$ cat config.mk
export PLATFORM = sky130hd
export DESIGN_NAME = irqi_top
export DESIGN_NICKNAME = d
export VERILOG_FILES = /design/src/rtl/irqi_pkg.sv /design/src/rtl/irqi_seq.sv /design/src/rtl/irqi_cfg.sv /design/src/rtl/irqi_mask.sv /design/src/rtl/irqi_top.sv
export SDC_FILE = /design/constraint.sdc
export NUM_CORES = 1
export LEC_CHECK = 0
export BUFFER_PORTS_ARGS = -buffer_cell sky130_fd_sc_hd__clkbuf_2
export CORE_MARGIN = 10
export CORE_UTILIZATION = 40
export CTS_BUF_LIST = sky130_fd_sc_hd__clkbuf_4 sky130_fd_sc_hd__clkbuf_8
export DETAILED_ROUTE_END_ITERATION = 6
export PLACE_DENSITY = 0.84
export SLEW_MARGIN = 20
export SYNTH_ARGS = -nofsm -noshare
export SYNTH_HDL_FRONTEND = slang
export SYNTH_SLANG_ARGS = --single-unit
$ cat constraint.sdc
create_clock -name clk -period 1.71 [get_ports clk]
set_clock_uncertainty 0.2 [all_clocks]
set_input_delay 0.0855 -clock clk [delete_from_list [all_inputs] [get_ports clk]]
set_output_delay 0.0855 -clock clk [all_outputs]
set_load 0.005 [all_outputs]
$ cat src/rtl/irqi_pkg.sv
// Package irqi_pkg
// Shared types and constants for the interrupt setup sequencer.
// Assumes an 8-bit data bus and a single address bit.
package irqi_pkg;
    typedef enum logic [2:0] {
        ST_IDLE  = 3'd0,
        ST_WAIT2 = 3'd1,
        ST_WAIT3 = 3'd2,
        ST_WAIT4 = 3'd3,
        ST_READY = 3'd4
    } seq_state_t;

    // Upper-nibble tag that marks the first setup word at the even address.
    localparam logic [3:0] WORD1_TAG = 4'b0001;
endpackage

$ cat src/rtl/irqi_seq.sv
// Module irqi_seq
// Tracks which setup word the next odd-address write represents and
// produces one load strobe per accepted word.
// Assumes the skip flags come from the stored first word (stable once
// that word has been taken), and that word1_i and odd_wr_i never
// occur in the same cycle.
module irqi_seq
    import irqi_pkg::*;
(
    input  logic       clk,
    input  logic       rst_n,
    input  logic       word1_i,
    input  logic       odd_wr_i,
    input  logic       single_i,
    input  logic       want4_i,
    output seq_state_t state_o,
    output logic       ld2_o,
    output logic       ld3_o,
    output logic       ld4_o,
    output logic       ldmask_o
);
    seq_state_t state_q, state_d;

    // Next-state selection and load strobes for the current write.
    always_comb begin
        state_d  = state_q;
        ld2_o    = 1'b0;
        ld3_o    = 1'b0;
        ld4_o    = 1'b0;
        ldmask_o = 1'b0;
        if (word1_i) begin
            state_d = ST_WAIT2;
        end else if (odd_wr_i) begin
            unique case (state_q)
                ST_WAIT2: begin
                    ld2_o = 1'b1;
                    if (!single_i)    state_d = ST_WAIT3;
                    else if (want4_i) state_d = ST_WAIT4;
                    else              state_d = ST_READY;
                end
                ST_WAIT3: begin
                    ld3_o   = 1'b1;
                    state_d = want4_i ? ST_WAIT4 : ST_READY;
                end
                ST_WAIT4: begin
                    ld4_o   = 1'b1;
                    state_d = ST_READY;
                end
                ST_READY: ldmask_o = 1'b1;
                default:  state_d  = state_q;
            endcase
        end
    end

    // State register with synchronous reset.
    always_ff @(posedge clk) begin
        if (!rst_n) state_q <= ST_IDLE;
        else        state_q <= state_d;
    end

    assign state_o = state_q;

    AST_RESTART_TO_WORD2: assert property (@(posedge clk) disable iff (!rst_n)
        word1_i |=> state_q == ST_WAIT2);
    AST_IDLE_ODD_IGNORED: assert property (@(posedge clk) disable iff (!rst_n)
        (state_q == ST_IDLE && odd_wr_i && !word1_i) |=> state_q == ST_IDLE);
    AST_SINGLE_SKIPS_W3: assert property (@(posedge clk) disable iff (!rst_n)
        (state_q == ST_WAIT2 && odd_wr_i && !word1_i && single_i) |=> state_q != ST_WAIT3);
    AST_W4_ENDS_SERIES: assert property (@(posedge clk) disable iff (!rst_n)
        (state_q == ST_WAIT4 && odd_wr_i && !word1_i) |=> state_q == ST_READY);
endmodule

$ cat src/rtl/irqi_cfg.sv
// Module irqi_cfg
// Holds the configuration captured from the setup words.
// Assumes at most one load strobe per cycle. The first word clears the
// mode-word fields, so a series without a mode word leaves them zero.
module irqi_cfg #(
    parameter int DW = 8,
    parameter int LW = 3
) (
    input  logic          clk,
    input  logic          rst_n,
    input  logic          ld1_i,
    input  logic          ld2_i,
    input  logic          ld3_i,
    input  logic          ld4_i,
    input  logic [DW-1:0] wdata_i,
    output logic          want4_o,
    output logic          single_o,
    output logic          level_o,
    output logic [DW-LW-1:0] base_o,
    output logic [DW-1:0] casc_o,
    output logic          vec8_o,
    output logic          aeoi_o,
    output logic          buf_o,
    output logic          bufm_o
);
    // First-word flags: mode-word present, single controller, level mode.
    always_ff @(posedge clk) begin
        if (!rst_n) begin
            want4_o  <= 1'b0;
            single_o <= 1'b0;
            level_o  <= 1'b0;
        end else if (ld1_i) begin
            want4_o  <= wdata_i[0];
            single_o <= wdata_i[1];
            level_o  <= wdata_i[3];
        end
    end

    // Vector base: upper bits of the second word; the low bits are dropped.
    always_ff @(posedge clk) begin
        if (!rst_n)     base_o <= '0;
        else if (ld2_i) base_o <= wdata_i[DW-1:LW];
    end

    // Cascade word, stored whole.
    always_ff @(posedge clk) begin
        if (!rst_n)     casc_o <= '0;
        else if (ld3_i) casc_o <= wdata_i;
    end

    // Mode-word fields, cleared by a new first word.
    always_ff @(posedge clk) begin
        if (!rst_n || ld1_i) begin
            vec8_o <= 1'b0;
            aeoi_o <= 1'b0;
            buf_o  <= 1'b0;
            bufm_o <= 1'b0;
        end else if (ld4_i) begin
            vec8_o <= wdata_i[0];
            aeoi_o <= wdata_i[1];
            buf_o  <= wdata_i[3];
            bufm_o <= wdata_i[3] & wdata_i[2];
        end
    end

    AST_BASE_HOLD: assert property (@(posedge clk) disable iff (!rst_n)
        !ld2_i |=> $stable(base_o));
    AST_BUFM_QUALIFIED: assert property (@(posedge clk) disable iff (!rst_n)
        bufm_o |-> buf_o);
endmodule

$ cat src/rtl/irqi_mask.sv
// Module irqi_mask
// Per-line disable mask and its read path.
// Assumes the clear and load strobes are never active in the same cycle.
module irqi_mask #(
    parameter int NL = 8
) (
    input  logic          clk,
    input  logic          rst_n,
    input  logic          clr_i,
    input  logic          ld_i,
    input  logic [NL-1:0] wdata_i,
    input  logic          rd_en_i,
    output logic [NL-1:0] mask_o,
    output logic [NL-1:0] rdata_o
);
    // Mask register: cleared by reset or by a new first word.
    always_ff @(posedge clk) begin
        if (!rst_n || clr_i) mask_o <= '0;
        else if (ld_i)       mask_o <= wdata_i;
    end

    // Read mux: returns the mask only when the read is enabled.
    always_comb rdata_o = rd_en_i ? mask_o : '0;

    AST_MASK_HOLD: assert property (@(posedge clk) disable iff (!rst_n)
        (!ld_i && !clr_i) |=> $stable(mask_o));
endmodule

$ cat src/rtl/irqi_top.sv
// Module irqi_top
// Setup-word sequencer for an eight-line interrupt controller. It
// decodes the bus, steps through the setup words, stores the
// configuration, owns the line mask and derives per-line vectors.
// Assumes one-cycle write strobes and a synchronous active-low reset.
module irqi_top
    import irqi_pkg::*;
#(
    parameter int NL = 8,
    parameter int DW = 8,
    localparam int LW = $clog2(NL),
    localparam int BW = DW - LW
) (
    input  logic             clk,
    input  logic             rst_n,
    input  logic             bus_addr,
    input  logic             bus_wr,
    input  logic             bus_rd,
    input  logic [DW-1:0]    bus_wdata,
    output logic [DW-1:0]    bus_rdata,
    output logic             init_done,
    output logic [BW-1:0]    vec_base,
    output logic             trig_level,
    output logic             single_mode,
    output logic [DW-1:0]    cascade_mask,
    output logic [LW-1:0]    slave_id,
    output logic             vec8_mode,
    output logic             auto_eoi,
    output logic             buffered,
    output logic             buf_master,
    output logic [NL-1:0]    line_mask,
    output logic [NL*DW-1:0] line_vec,
    output logic [NL-1:0]    line_vec_valid
);
    logic       word1, odd_wr, want4, ld2, ld3, ld4, ldmask;
    seq_state_t state;
    logic [NL-1:0] rdata_m;

    // Bus decode: the tagged even write is the first word; odd writes step.
    always_comb begin
        word1  = bus_wr && !bus_addr && (bus_wdata[DW-1:DW-4] == WORD1_TAG);
        odd_wr = bus_wr &&  bus_addr;
    end

    irqi_seq u_seq (
        .clk(clk), .rst_n(rst_n), .word1_i(word1), .odd_wr_i(odd_wr),
        .single_i(single_mode), .want4_i(want4), .state_o(state),
        .ld2_o(ld2), .ld3_o(ld3), .ld4_o(ld4), .ldmask_o(ldmask)
    );

    irqi_cfg #(.DW(DW), .LW(LW)) u_cfg (
        .clk(clk), .rst_n(rst_n), .ld1_i(word1), .ld2_i(ld2), .ld3_i(ld3),
        .ld4_i(ld4), .wdata_i(bus_wdata), .want4_o(want4),
        .single_o(single_mode), .level_o(trig_level), .base_o(vec_base),
        .casc_o(cascade_mask), .vec8_o(vec8_mode), .aeoi_o(auto_eoi),
        .buf_o(buffered), .bufm_o(buf_master)
    );

    irqi_mask #(.NL(NL)) u_mask (
        .clk(clk), .rst_n(rst_n), .clr_i(word1), .ld_i(ldmask),
        .wdata_i(bus_wdata[NL-1:0]), .rd_en_i(bus_rd && bus_addr && init_done),
        .mask_o(line_mask), .rdata_o(rdata_m)
    );

    // Ready flag and read data widening.
    always_comb begin
        init_done = (state == ST_READY);
        bus_rdata = DW'(rdata_m);
        slave_id  = cascade_mask[LW-1:0];
    end

    // Per-line vector and enable, one slice per request line.
    for (genvar n = 0; n < NL; n++) begin : g_line
        always_comb begin
            line_vec[n*DW +: DW] = {vec_base, LW'(n)};
            line_vec_valid[n]    = init_done && !line_mask[n];
        end
    end

    AST_VALID_NEEDS_READY: assert property (@(posedge clk) disable iff (!rst_n)
        (line_vec_valid != '0) |-> init_done);
    AST_DONE_LOW_AFTER_W1: assert property (@(posedge clk) disable iff (!rst_n)
        word1 |=> !init_done && line_mask == '0);
    AST_IGNORED_EVEN: assert property (@(posedge clk) disable iff (!rst_n)
        (bus_wr && !bus_addr && !word1) |=> $stable(init_done) && $stable(vec_base));
endmodule

Yosys cells after proc, flatten, opt, wreduce, memory -nomap -nowiden
Index checks and enable logic that the tools add are counted.

Equal/unequal tests: 5. Muxes and demuxes: 18. Bitwise operators: 2. Reductions and logical operators: 30.

Operators by type and width (count): $mux 1 (14); $logic_and 1x1->1 (13); $logic_not 1->1 (10); $pmux 3 s3 (1); $mux 8 (1); $eq 3x2->1 const B (2); $mux 3 (2); $eq 4x1->1 const B (1); $reduce_and 2->1 (2); $reduce_bool 4->1 (1); $eq 3x1->1 const B (1); $eq 3x3->1 const B (1); $reduce_bool 3->1 (1); $reduce_bool 2->1 (1); $reduce_or 2->1 (1); $and 1x1->1 (1); $logic_or 1x1->1 (1); $not 1->1 (1).

Register bits: 31. Input bits: 13.

Longest topological paths before layout
Gate-level depths: netlist (run 1).

Word-level depth: 5. Depth in mapped cells: 5. Depth with buffers taken out: 3.

By module
From an unflattened synthesis (run 1), not the netlist that was laid out.

Cell total of the unflattened synthesis: 210. Area total of the unflattened synthesis: 1899.3 sq um.

By module, submodules not included: irqi_cfg (instances 1, cells an instance 66, area each 747.0 sq um); irqi_top (instances 1, cells an instance 85, area each 601.8 sq um); irqi_mask (instances 1, cells an instance 35, area each 342.8 sq um); irqi_seq (instances 1, cells an instance 24, area each 207.7 sq um).

Worst setup path after synthesis (run 1)
OpenSTA, ideal clock, no wires.

Path kind: register to output. Start point: reg u_seq.state_q[1], in the netlist u_seq.state_o[1]. End point: out bus_rdata[0]. Data arrival time: 1.221 ns. Data required time: 1.424 ns. Setup slack: 0.204 ns. Cell stages (with the launch flop): 6. Path buffers: 2. Cells stage by stage: dfxtp_1 > buf_2 > or3b_1 > buf_2 > nor2_4 > and2_1.

Cells in the longest elaborated chain, start to end: 3.

Ends and longest elaborated chain: from (decl) (RTL line irqi_seq.sv:22) `seq_state_t state_q, state_d;`; from (signal assigned) (RTL line irqi_seq.sv:58) `else state_q <= state_d;`; $eq 3x3->1 (RTL line irqi_top.sv:67) `init_done = (state == ST_READY);`; $logic_and 1x1->1 (RTL line irqi_top.sv:61) `.wdata_i(bus_wdata[NL-1:0]), .rd_en_i(bus_rd && bus_addr && init_done),`; $mux 8 (RTL line irqi_mask.sv:23) `always_comb rdata_o = rd_en_i ? mask_o : '0;`; to (decl) (RTL line irqi_top.sv:20) `output logic [DW-1:0] bus_rdata,`.

Every way passes these cells.

Worst setup path in the final report (run 1)
Start point: reg u_seq.state_q[0], in the netlist u_seq.state_o[0]. End point: out bus_rdata[7].

Same word-level chain as after synthesis.

==> flow_metrics.env, run 1 <==
export IMPL_status="finished, final reports clean"
export IMPL_numCtsBuffers=5
export IMPL_cp_top_family="simple AND/OR/NAND/NOR gates"
export IMPL_arrival_ps=1420
export IMPL_period_share=0.995
export IMPL_dp_hpwl_um=4370
export IMPL_synth_top_area_share=0.319
export IMPL_stdcell_count=383
export IMPL_core_area_mm2=0.00472
export IMPL_post_dp_cell_area_mm2=0.00210
export IMPL_regToRegSetupSlack_ps=130
export IMPL_grt_pass1_vias=1792
export IMPL_endpoint_kind="primary output"
export IMPL_power_density_mw_per_mm2=610
export IMPL_grt_overflow=0
export IMPL_yosys_warnings=0
export IMPL_critPathMaxFanout=8
export IMPL_maxCapViolations=0
export IMPL_hold_worst_slack_ps=31.5
export IMPL_dpl_worst_slack_ps=148
export IMPL_slowest_stage="or3b_4"
export IMPL_synthFlopType="dfxtp_1"
export IMPL_hp_start="bus_addr"
export IMPL_timing_critical_path_from="u_seq.state_o[0]$_SDFFE_PN0P_"
export IMPL_power_w=0.00141
export IMPL_r2r_start="u_seq.state_o[1]$_SDFFE_PP0P_"
export IMPL_drt_iter0_drc=150
export IMPL_diodes=0
export IMPL_irDropWorstVdd_mv=0.502
export IMPL_dp_cells=365
export IMPL_fin_nets=329
export IMPL_setup_slack_ps=8.57
export IMPL_final_setup_viol_count=0
export IMPL_r2r_end="u_mask.mask_o[3]$_SDFFE_PP0P_"
export IMPL_synth_area_mm2=0.00195
export IMPL_combPwrFrac=0.078
export IMPL_die_h_um=89.7
export IMPL_htree_levels=2
export IMPL_place_congestion=0.869
export IMPL_ys_types=30
export IMPL_ios=124
export IMPL_die_area_mm2=0.00805
export IMPL_num_rows=25
export IMPL_yosysMostFrequentCell="buf_4"
export IMPL_clkTransAtPathRegs_ps=60
export IMPL_critPathBufInv=1
export IMPL_start_kind="flop"
export IMPL_clk_latency_ps=280
export IMPL_swShare=0.236
export IMPL_cts_root_buffer_cell="clkbuf_8"
export IMPL_dr_pass1_iters=4
export IMPL_min_to="u_seq.state_o[2]$_SDFFE_PP0P_"
export IMPL_yosys_top_cells_count="67 x buf_4, 32 x a21oi_1, 31 x dfxtp_1"
export IMPL_yosys_area_top_type="dfxtp_1"
export IMPL_syn_to_final_growth_pct=18.8
export IMPL_synth_seq_cells=31
export IMPL_hold_viol=0
export IMPL_synth_area_per_cell_um2=7.81
export IMPL_min_path_type="in -> reg"
export IMPL_hold_depth=3
export IMPL_ys_seq_area_frac=0.319
export IMPL_vias=1814
export IMPL_leakagePower_nw=1.11
export IMPL_grt_max_degree=18
export IMPL_cts_sinks=31
export IMPL_path_cells="or3b_4 -> nor2_4 -> and2_1 -> clkbuf_2"
export IMPL_drv_slew=0
export IMPL_pwr_share_clk=0.407
export IMPL_synthTopCellsByArea="dfxtp_1 32%, buf_4 26%, a21oi_1 8.2%"
export IMPL_clock_fmax_mhz=588
export IMPL_vias_per_cell=4.74
export IMPL_antenna_found_initial=0
export IMPL_slowest_delay_ps=420
export IMPL_drcViolationCount=0
export IMPL_power_switching_w=0.000333
export IMPL_pwr_share_seq=0.514
export IMPL_start_util=0.412
export IMPL_worst_setup_path_type="reg -> out"
export IMPL_async_flop_share=0
export IMPL_cts_tree="built"
export IMPL_die_w_um=89.7
export IMPL_postRouteAntennaNets=0
export IMPL_wire_per_inst_um=14.3
export IMPL_fin_crit_ps=1700
export IMPL_track_usage=0.131
export IMPL_intPower_w=0.00108
export IMPL_worstRegToRegCells=4
export IMPL_routed_wl_um=5490
export IMPL_synth_edf_count=0
export IMPL_cts_max_path_buffers=2
export IMPL_postSynthCellCount=249
export IMPL_cp_required_ps=1420
export IMPL_layout_drive_gt1_share=0.392
export IMPL_portBuffers=99
export IMPL_final_area_mm2=0.00231
export IMPL_rsz0062_at_grt="yes"
export IMPL_grt_pass1_wl_um=9090
cells by family after synthesis:
| kind of cell | count (synthesis) | share of synthesized area |
|---|---|---|
| DFF | 31 | 0.319 |
| other | 2 | 0.00386 |
| and+or+nand+nor | 68 | 0.200 |
| buffers and inverters | 83 | 0.297 |
| AOI/OAI and AO/OA | 65 | 0.180 |
power groups by stage:
stage | clock network [W] | logic, W | registers, W
floorplan | 0 | 0.0000937 | 0.000741
global placement | 0 | 0.0000860 | 0.000741
detailed placement | 0 | 0.0000873 | 0.000741
CTS | 0.000582 | 0.000106 | 0.000725
global route | 0.000613 | 0.000123 | 0.000725
finish | 0.000574 | 0.000110 | 0.000725
timing repair:
action / in CTS / in global routing
hold buffers: 10 / 0
gates resized for setup: 3 / 7
buffers inserted: 1 / 0
setup endpoints to repair: 14 / 18
pin swaps: 3 / 2
endpoints found under the hold margin: 30 / 0
cell type report:
type	count	area [um2]
multi-input combinational	157	837
fill	456	2410
clock inverter	1	5.00
inverter	3	11.3
tap	67	83.8
sequential	31	623
timing repair buffer	118	669
clock buffer	6	82.6
flip-flops by register name, indices dropped and copies added (netlist names):
| signal | flops |
|---|---|
| u_cfg.base_o | 5 |
| u_mask.mask_o | 8 |
| u_seq.state_o | 3 |
| u_cfg.vec8_o | 1 |
| u_cfg.bufm_o | 1 |
| u_cfg.level_o | 1 |
| u_cfg.buf_o | 1 |
| u_cfg.aeoi_o | 1 |
| u_cfg.single_o | 1 |
| u_cfg.casc_o | 8 |
| u_cfg.want4_o | 1 |
layout by cell type (no fill, tap or decap), drive strengths merged, types with 8 or more instances in the layout:
| master | Yosys | routed |
|---|---|---|
| a21oi | 32 | 32 |
| and2 | 8 | 8 |
| buf | 74 | 14 |
| clkbuf | 6 | 100 |
| conb | 2 | 24 |
| dfxtp | 31 | 31 |
| dlygate4sd3 | 0 | 10 |
| nand3 | 28 | 28 |
| nor2 | 10 | 10 |
| o21ai | 29 | 29 |
tightest hold or removal path: cells and delay by family:
kind / cells / cell delay [ps]
AOI/OAI and AO/OA: 2 / 220
buffers and inverters: 1 / 160
per-layer routing:
layer,wire length [um],vias up,global-route usage
met5,0,-,0
met4,72,0,0.0364
met3,669,9,0.0665
met2,2560,107,0.212
met1,2190,805,0.148
li1,-,893,-
worst max-delay path by stage:
| stage | endpoint | slack (ps) | cells past startpoint |
|---|---|---|---|
| 5_1_grt | bus_rdata[4] | -90 | 4 |
| 6_report | bus_rdata[7] | 9 | 4 |
| 4_1_cts | bus_rdata[1] | -10 | 4 |
| 2_1_floorplan | bus_rdata[0] | 200 | 5 |
| 3_3_place_gp | u_cfg.base_o[2]$_SDFFE_PN0P_ | 190 | 4 |
| 3_5_place_dp | u_seq.state_o[2]$_SDFFE_PP0P_ | 150 | 4 |
metrics by stage:
stage / utilization / setup TNS (ps)
floorplan: - / 0
finish: 0.490 / 0
global placement: 0.445 / 0
detailed placement: 0.445 / 0
global route: 0.490 / -732
CTS: 0.487 / -32.9
Power figures use the tool's default switching activity.
==> run 2: changes to the inputs <==
--- a/config.mk
+++ b/config.mk
@@ -7,10 +7,10 @@
 export LEC_CHECK = 0
 export BUFFER_PORTS_ARGS = -buffer_cell sky130_fd_sc_hd__clkbuf_2
 export CORE_MARGIN = 10
-export CORE_UTILIZATION = 40
+export CORE_UTILIZATION = 44
 export CTS_BUF_LIST = sky130_fd_sc_hd__clkbuf_4 sky130_fd_sc_hd__clkbuf_8
 export DETAILED_ROUTE_END_ITERATION = 6
-export PLACE_DENSITY = 0.84
+export PLACE_DENSITY = 0.91
 export SLEW_MARGIN = 20
 export SYNTH_ARGS = -nofsm -noshare
 export SYNTH_HDL_FRONTEND = slang
==> run 2 against run 1 <==
  * Via count grew 3.6%
  * Highest routed layer unchanged
  * The flow now finishes with violations (setup timing)
  * Global-route usage up 1.1 points
  * Core utilization rose by 4.7 points
==> flow_metrics.env, run 2 (synthesized netlist as in run 1, its figures left out) <==
export IMPL_die_area_mm2=0.00748
export IMPL_arrival_ps=1420
export IMPL_die_w_um=86.5
export IMPL_period_share=1.00
export IMPL_worstRegToRegCells=4
export IMPL_dp_hpwl_um=4300
export IMPL_layout_drive_gt1_share=0.401
export IMPL_dr_pass1_iters=5
export IMPL_critPathMaxFanout=8
export IMPL_hold_viol=0
export IMPL_vias_per_cell=5.09
export IMPL_dpl_worst_slack_ps=151
export IMPL_final_setup_viol_count=2
export IMPL_power_w=0.00141
export IMPL_intPower_w=0.00108
export IMPL_hold_depth=5
export IMPL_fin_nets=330
export IMPL_regToRegSetupSlack_ps=80
export IMPL_final_cell_mix="93 x clkbuf_2, 32 x a21oi_1, 30 x dfxtp_1"
export IMPL_track_usage=0.143
export IMPL_fin_crit_ps=1710
export IMPL_r2r_start="u_seq.state_o[1]$_SDFFE_PP0P_"
export IMPL_cts_max_path_buffers=2
export IMPL_endpoint_kind="primary output"
export IMPL_ios=124
export IMPL_grt_overflow=0
export IMPL_routed_wl_um=5690
export IMPL_cp_required_ps=1420
export IMPL_power_density_mw_per_mm2=609
export IMPL_start_util=0.450
export IMPL_clkTransAtPathRegs_ps=60
export IMPL_irDropWorstVdd_mv=0.597
export IMPL_portBuffers=99
export IMPL_clk_latency_ps=280
export IMPL_wire_per_inst_um=15.4
export IMPL_setup_slack_ps=-0.114
export IMPL_min_path_type="in -> reg"
export IMPL_hp_start="bus_wdata[7]"
export IMPL_diodes=0
export IMPL_drcViolationCount=0
export IMPL_cts_tree="built"
export IMPL_r2r_end="u_seq.state_o[2]$_SDFFE_PP0P_"
export IMPL_cts_root_buffer_cell="clkbuf_8"
export IMPL_worst_setup_path_type="reg -> out"
export IMPL_grt_pass1_wl_um=8880
export IMPL_leakagePower_nw=1.12
export IMPL_num_rows=24
export IMPL_htree_levels=2
export IMPL_drt_iter0_drc=110
export IMPL_vias=1879
export IMPL_numCtsBuffers=5
export IMPL_min_to="u_cfg.single_o$_SDFFE_PN0N_"
export IMPL_grt_pass1_vias=1778
export IMPL_die_h_um=86.5
export IMPL_grt_max_degree=18
export IMPL_failed_checks="setup timing"
export IMPL_reg_top3="u_cfg.casc_o x8, u_mask.mask_o x8, u_cfg.base_o x5"
export IMPL_start_kind="flop"
export IMPL_pwr_share_seq=0.513
export IMPL_pwr_share_clk=0.406
export IMPL_place_congestion=0.862
export IMPL_layout_commonest_cell="clkbuf_2"
export IMPL_power_switching_w=0.000335
export IMPL_drv_slew=0
export IMPL_syn_to_final_growth_pct=19.2
export IMPL_clock_fmax_mhz=585
export IMPL_combPwrFrac=0.081
export IMPL_hold_worst_slack_ps=82.5
export IMPL_maxCapViolations=0
export IMPL_antenna_found_initial=0
export IMPL_core_area_mm2=0.00432
export IMPL_cts_sinks=31
export IMPL_status="finished, violations left"
export IMPL_rsz0062_at_grt="yes"
export IMPL_postRouteAntennaNets=0
export IMPL_swShare=0.237
export IMPL_final_fill_count=393
-- run 2: changes by cell type in the layout (fill, tap and decap cells not counted), sizes merged --
cell | previous run | this run
dlygate4sd3 | 10 | 11
buf | 14 | 15
clkbuf | 100 | 99
-- run 2: per-stage QoR --
stage | setup TNS, ps | cells | util | cell area [um2]
2_1_floorplan | 0 | 271 | - | 2030
3_3_place_gp | 0 | 350 | 0.481 | 2080
3_5_place_dp | 0 | 350 | 0.481 | 2080
4_1_cts | -28.9 | 369 | 0.530 | 2290
5_1_grt | -730 | 369 | 0.536 | 2320
6_report | -0.163 | 369 | 0.536 | 2320
-- run 2: timing repair --
item	CTS	global route
setup endpoints to repair	16	24
hold buffers	11	0
resized for setup	3	11
hold endpoints to repair	30	0
pin swaps	5	1
setup buffers	1	0
-- run 2: worst max-delay path: stages, from the launching register on --
cell and delay [ps]:
dfxtp_1 310, or3b_4 410, nor2_4 160, and2_1 150
clkbuf_2 110
-- run 2: how the worst max path moves through the flow --
stage | from | to | slack [ps] | cells after the start
CTS | u_seq.state_o[1]$_SDFFE_PP0P_ | bus_rdata[1] | -10 | 4
floorplan | u_seq.state_o[1]$_SDFFE_PP0P_ | bus_rdata[0] | 200 | 5
global placement | bus_wdata[7] | u_cfg.aeoi_o$_SDFFE_PP0P_ | 200 | 4
detailed placement | bus_wdata[7] | u_mask.mask_o[6]$_SDFFE_PP0P_ | 150 | 4
finish | u_seq.state_o[1]$_SDFFE_PP0P_ | bus_rdata[7] | -0.1 | 4
global route | u_seq.state_o[2]$_SDFFE_PP0P_ | bus_rdata[4] | -70 | 4
-- run 2: power by group through the flow --
stage	registers, W	clock network, W	logic (W)
4_1_cts	0.000725	0.000580	0.000107
3_5_place_dp	0.000741	0	0.0000887
2_1_floorplan	0.000741	0	0.0000937
3_3_place_gp	0.000741	0	0.0000869
5_1_grt	0.000725	0.000609	0.000126
6_report	0.000725	0.000574	0.000114
-- run 2: cell type report --
class,instances,area (um2),area share
clock inverter,1,5.00,0.00216
sequential,31,622,0.268
multi-input combinational,157,848,0.366
inverter,3,11.3,0.00485
timing repair buffer,119,686,0.296
clock buffer,6,82.6,0.0356
tap,52,65.1,0.0280
-- run 2: layer usage --
| metal | track usage | share of wire |
|---|---|---|
| met5 | 0 | 0 |
| met1 | 0.151 | 0.36 |
| met2 | 0.234 | 0.48 |
| met3 | 0.0807 | 0.14 |
| met4 | 0.0457 | 0.016 |
